### src/rtl/csr_gate_pkg.sv
package csr_gate_pkg;

    localparam int ADDR_W   = 12;
    localparam int CAUSE_W  = 3;
    localparam int NUM_FLT  = 5;

    typedef enum logic [1:0] {
        LVL_U = 2'b00,
        LVL_S = 2'b01,
        LVL_H = 2'b10,
        LVL_M = 2'b11
    } lvl_e;

    typedef enum logic [CAUSE_W-1:0] {
        CZ_NONE      = 3'd0,
        CZ_ABSENT    = 3'd1,
        CZ_HALF64    = 3'd2,
        CZ_PRIV_LOW  = 3'd3,
        CZ_DBG_WIN   = 3'd4,
        CZ_RO_WRITE  = 3'd5
    } cause_e;

    // Fault vector bit i corresponds to cause code i+1; lower index wins.
    localparam int FI_ABSENT   = 0;
    localparam int FI_HALF64   = 1;
    localparam int FI_PRIV_LOW = 2;
    localparam int FI_DBG_WIN  = 3;
    localparam int FI_RO_WRITE = 4;

    typedef struct packed {
        logic [1:0] rw_bits;
        lvl_e       min_lvl;
        logic       dbg_win;
    } addr_info_t;

    typedef struct packed {
        lvl_e       lvl;
        logic       dbg;
        logic       w64;
        logic       rd;
        logic       wr;
        logic       present;
        logic       hi_half;
    } ctx_t;

    typedef struct packed {
        logic       vld;
        logic       allow;
        logic       illegal;
        cause_e     cause;
    } verdict_t;

    function automatic lvl_e eff_level(input lvl_e lvl, input logic dbg);
        return dbg ? LVL_M : lvl;
    endfunction

    function automatic logic level_ok(input lvl_e have, input lvl_e need);
        return (have >= need);
    endfunction

endpackage

### src/rtl/csr_gate_decode.sv
module csr_gate_decode
    import csr_gate_pkg::*;
#(
    parameter int                AW           = ADDR_W,
    parameter logic [AW-1:0]     DBG_BASE     = 12'h7B0,
    parameter int                DBG_SPAN_LOG2 = 4
) (
    input  logic [AW-1:0] addr,
    output addr_info_t    info
);
    localparam int RW_HI  = AW - 1;
    localparam int LVL_HI = AW - 3;
    localparam logic [AW-1:0] SPAN_MASK = (AW'(1) << DBG_SPAN_LOG2) - AW'(1);

    always_comb begin
        info.rw_bits = addr[RW_HI -: 2];
        info.min_lvl = lvl_e'(addr[LVL_HI -: 2]);
        info.dbg_win = ((addr & ~SPAN_MASK) == (DBG_BASE & ~SPAN_MASK));
    end

endmodule

### src/rtl/csr_gate_rules.sv
module csr_gate_rules
    import csr_gate_pkg::*;
(
    input  addr_info_t          info,
    input  ctx_t                ctx,
    output logic [NUM_FLT-1:0]  faults
);
    lvl_e eff;
    logic any_intent;

    always_comb begin
        eff        = eff_level(ctx.lvl, ctx.dbg);
        any_intent = ctx.rd | ctx.wr;
        faults     = '0;
        if (any_intent) begin
            faults[FI_ABSENT]   = ~ctx.present;
            faults[FI_HALF64]   = ctx.hi_half & ctx.w64;
            faults[FI_PRIV_LOW] = ~level_ok(eff, info.min_lvl);
            faults[FI_DBG_WIN]  = info.dbg_win & ~ctx.dbg;
            faults[FI_RO_WRITE] = (info.rw_bits == 2'b11) & ctx.wr;
        end
    end

endmodule

### src/rtl/csr_gate_pick.sv
module csr_gate_pick
    import csr_gate_pkg::*;
#(
    parameter int N = NUM_FLT
) (
    input  logic [N-1:0]       faults,
    output logic               any_fault,
    output logic [CAUSE_W-1:0] code
);
    logic [N:0]           seen;
    logic [N-1:0]         first;
    logic [CAUSE_W-1:0]   part [N+1];

    assign seen[0] = 1'b0;
    assign part[0] = '0;

    for (genvar i = 0; i < N; i++) begin : g_pick
        assign first[i]  = faults[i] & ~seen[i];
        assign seen[i+1] = seen[i] | faults[i];
        assign part[i+1] = part[i] | (first[i] ? CAUSE_W'(i + 1) : '0);
    end

    assign any_fault = seen[N];
    assign code      = part[N];

endmodule

### src/rtl/csr_gate.sv
module csr_gate
    import csr_gate_pkg::*;
(
    input  logic                clk,
    input  logic                rst,
    input  logic                req_vld,
    input  logic [ADDR_W-1:0]   addr,
    input  logic [1:0]          priv,
    input  logic                dbg_mode,
    input  logic                wide64,
    input  logic                rd_en,
    input  logic                wr_en,
    input  logic                present,
    input  logic                hi_half,
    output logic                verdict_vld,
    output logic                allow,
    output logic                illegal,
    output logic [CAUSE_W-1:0]  cause
);
    addr_info_t          info;
    ctx_t                ctx;
    logic [NUM_FLT-1:0]  faults;
    logic                any_fault;
    logic [CAUSE_W-1:0]  code;
    verdict_t            nxt, cur;

    assign ctx = '{lvl: lvl_e'(priv), dbg: dbg_mode, w64: wide64,
                   rd: rd_en, wr: wr_en, present: present, hi_half: hi_half};

    csr_gate_decode #(.AW(ADDR_W)) u_decode (
        .addr (addr),
        .info (info)
    );

    csr_gate_rules u_rules (
        .info   (info),
        .ctx    (ctx),
        .faults (faults)
    );

    csr_gate_pick #(.N(NUM_FLT)) u_pick (
        .faults    (faults),
        .any_fault (any_fault),
        .code      (code)
    );

    always_comb begin
        nxt = '0;
        if (req_vld) begin
            nxt.vld     = 1'b1;
            nxt.allow   = ~any_fault;
            nxt.illegal = any_fault;
            nxt.cause   = cause_e'(code);
        end
    end

    always_ff @(posedge clk) begin
        if (rst) cur <= '0;
        else     cur <= nxt;
    end

    assign verdict_vld = cur.vld;
    assign allow       = cur.allow;
    assign illegal     = cur.illegal;
    assign cause       = cur.cause;

endmodule

### config.mk
export PLATFORM = sky130hd
export DESIGN_NAME = csr_gate
export DESIGN_NICKNAME = d
export VERILOG_FILES = /design/src/rtl/csr_gate_pkg.sv /design/src/rtl/csr_gate_decode.sv /design/src/rtl/csr_gate_rules.sv /design/src/rtl/csr_gate_pick.sv /design/src/rtl/csr_gate.sv
export SDC_FILE = /design/constraint.sdc
export NUM_CORES = 1
export LEC_CHECK = 0
export ABC_AREA = 1
export BUFFER_PORTS_ARGS = -buffer_cell sky130_fd_sc_hd__buf_2
export CORE_AREA = 2 2 39 41
export DETAILED_ROUTE_END_ITERATION = 16
export DIE_AREA = 0 0 41 43
export GPL_TIMING_DRIVEN = 0
export PLACE_DENSITY = 0.68
export SLEW_MARGIN = 20
export SYNTH_ARGS = -nofsm -noshare
export SYNTH_HDL_FRONTEND = slang
export SYNTH_SLANG_ARGS = --single-unit
### constraint.sdc
create_clock -name clk -period 1.3 [get_ports clk]
set_input_delay 0.13 -clock clk [delete_from_list [all_inputs] [get_ports clk]]
set_output_delay 0.13 -clock clk [all_outputs]
set_load 0.01 [all_outputs]
==> results list <==
* Worst path bufs/invs: 1
- Across all hold checks on the routed design, the worst slack comes to 0.1654 ns.
- The die is 43 µm tall.
- From left edge to right edge, the die measures 41 µm.
- The cell sitting at the root of the clock tree is a sky130_fd_sc_hd__clkbuf_4.
* Distinct cell type count of the synthesized netlist: 15
- Buffers added on ports: 24
- The number of max-slew violations in the final report came to 0.
- Startpoint-to-endpoint class of the critical path: primary input to flip-flop
- Share of the clock period used by the worst path after layout: 81.58%
- After technology mapping, the gate count stands at 55.
- Power per cell area: 869.1 nW/µm²
- Overflow left after global routing: 0
- The clock period could shrink to 1.060 ns.
- In this run, post-CTS hold repair placed 0 buffers.
- CTS built an H-tree with a depth of 1.
* Number of max-cap violations: 0
- Tot Pwr: 0.4676 mW
- Yosys attributes the largest share of cell area to sky130_fd_sc_hd__dfxtp_1, sky130_fd_sc_hd__nand2_1, sky130_fd_sc_hd__inv_1.
- Of the cells placed in the final design, the portion with a size suffix greater than 1 is 47.56%.
- First-pass GRT wire length: 1.207 mm
* Measured slew at the worst slew-check pin: 0.1877 ns
* Post-layout net count: 109
- Critical Path Slowest Stage Cell: sky130_fd_sc_hd__or2_2
- Cell Area, Synth: 375.4 µm²
- In this design, the largest share of critical-path delay is due to simple AND/OR/NAND/NOR gates.
- Post-Route WL: 689 µm
- Io pins: 29
- STA puts the critical path data required time at 1.43 ns.
- Number of buffers added by the clock tree synthesis step: 3
- During synthesis, Yosys emitted a total of 0 warnings.
- Gates resized during post-CTS repair numbered 0.
- Number of endpoints with negative hold slack in the final report: 0
- Based on the critical path, the design can be clocked at up to 943.0 MHz.
- Walking the worst path, the cells encountered are buf_2, or2_2, ha_1, nand2_1, nand2_2, nand2_1, nor2_1, nor2_1.
- Summed over its instances, the top area cell type makes up 32.00% of the synthesized netlist area.
* Via Count: 406
- Critical Path Source Type: primary input
* Standby leakage power: 0.3192 nW
* Mean routed wirelength per cell: 7.031 µm
- Via count of the first global-routing pass: 347
- Sequential cells were found to cover 32.00% of the synthesized design area.
- Clock tree from TritonCTS: yes
* Highest-count cells in the layout ignoring fill and taps: sky130_fd_sc_hd__buf_2, sky130_fd_sc_hd__nand2_1, sky130_fd_sc_hd__inv_1, sky130_fd_sc_hd__nor2_1, sky130_fd_sc_hd__dfxtp_1
- The clock drives 6 sinks.
- Area Growth Syn to Fin: 43.33%
- The initial antenna violation count was 0.
* Starting utilization of the core area: 27.12%
- Final weighted congestion of routability-driven global placement: 0.6643
* Post-detailed-placement half-perimeter wirelength: 618.9 µm
* Diode insertion count for antenna repair: 0
* Post-CTS setup repair buffer count: 0
* DRT antenna net count: 0
- Peak ir drop on the vdd network: 232.9 µV
* Clock-pin slew reported for the worst setup and hold paths after clock tree synthesis: 0.04 ns
- Biggest cell delay along the critical path: 0.29 ns
- Most common cell after layout, fill and taps aside: sky130_fd_sc_hd__buf_2
* CP Capture Type: flip-flop
* Count of TritonRoute iterations in the first routing pass: 4
- Counting along the longest clock path gives a buffer depth of 2.
* Critical path fanouts, max: 4
- GRT Overall Usage: 10.51%
- Entering global routing, the biggest net connects 5 pins.
- The largest total area in the synthesized netlist belongs to sky130_fd_sc_hd__dfxtp_1.
- A synthesized cell averages 6.825 µm².
- After synthesis the netlist holds a flip-flop and latch count of 6.
- Routed via count divided by cell count: 4.143
- Remaining design rule violation count: 0
- Max-slew headroom at the worst pin: 87.47%
- Outcome: completed
* Setup repair after global routing missed its margin: false
* Worst path arrival time: 1.20 ns
* Site Rows: 14
- Final setup violating endpoints: 0
- The floorplan step defined a die boundary enclosing 1763 µm².
* Core footprint: 1384 µm²
* Worst hold path class: primary input to flip-flop
* Mapped Nets: 80
- Iteration-0 DRC count of the detailed router: 2
metal layers:
metal	global-route usage, %	part of all wire, %	vias up
li1	-	-	218
met1	10.51	36	170
met2	15.94	52	18
met3	3.141	11	0
met4	10.00	0	0
met5	0	0	-
final cells by class:
cell class,count,area [µm²]
inverter,12,45.04
tap,16,20.02
sequential,6,120.1
fill,161,845.8
clock buffer,3,22.52
multi-input combinational,37,210.2
timing repair buffer,24,120.1
Yosys cell counts:
cell                      count
sky130_fd_sc_hd__a21oi_1      1
sky130_fd_sc_hd__a21oi_2      2
sky130_fd_sc_hd__dfxtp_1      6
sky130_fd_sc_hd__ha_1         2
sky130_fd_sc_hd__inv_1       10
sky130_fd_sc_hd__inv_2        2
sky130_fd_sc_hd__nand2_1     14
sky130_fd_sc_hd__nand2_2      1
sky130_fd_sc_hd__nand3_1      2
sky130_fd_sc_hd__nand3_2      2
sky130_fd_sc_hd__nor2_1       8
sky130_fd_sc_hd__nor2_2       2
sky130_fd_sc_hd__o21ai_4      1
sky130_fd_sc_hd__or2_2        1
sky130_fd_sc_hd__or2_4        1
sequential cells by signal (all words and copies together), names as in the netlist:
signal	flops
cause	3
allow	1
illegal	1
verdict_vld	1
per-stage QoR:
step                      std cells  cell area, µm²  util (%)  setup TNS (ns)  setup WS, ns
final                            98           538.0     38.88               0        0.2395
after global routing             98           538.0     38.88               0        0.1635
after CTS                        98           538.0     38.88               0        0.2386
after detailed placement         95           515.5     37.25        -0.01322      -0.01322
after global placement           95           515.5     37.25        -0.01055      -0.01055
after floorplan                  55           375.4         -               0        0.1654
report_power, final:
group	internal [mW]	leakage, nW	switching (mW)
registers	0.193	0.0492	0.00153
logic	0.0512	0.256	0.0582
clock network	0.104	0.0138	0.0597
total	0.348	0.319	0.119
final timing paths:
kind | start | endpoint | slack (ns) | cells past startpoint
worst max-delay path | dbg_mode | illegal$_SDFF_PP0_ | 0.24 | 8
worst min-delay path | rst | cause[0]$_SDFF_PP0_ | 0.17 | 3
cell families after synthesis:
family	Yosys count	synth area share (%)
adders and majority gates	2	6.666
and+or+nand+nor	31	39.00
buffers and inverters	12	12.00
AOI/OAI and AO/OA	4	10.33
DFF	6	32.00
Power figures use the tool's default switching activity.
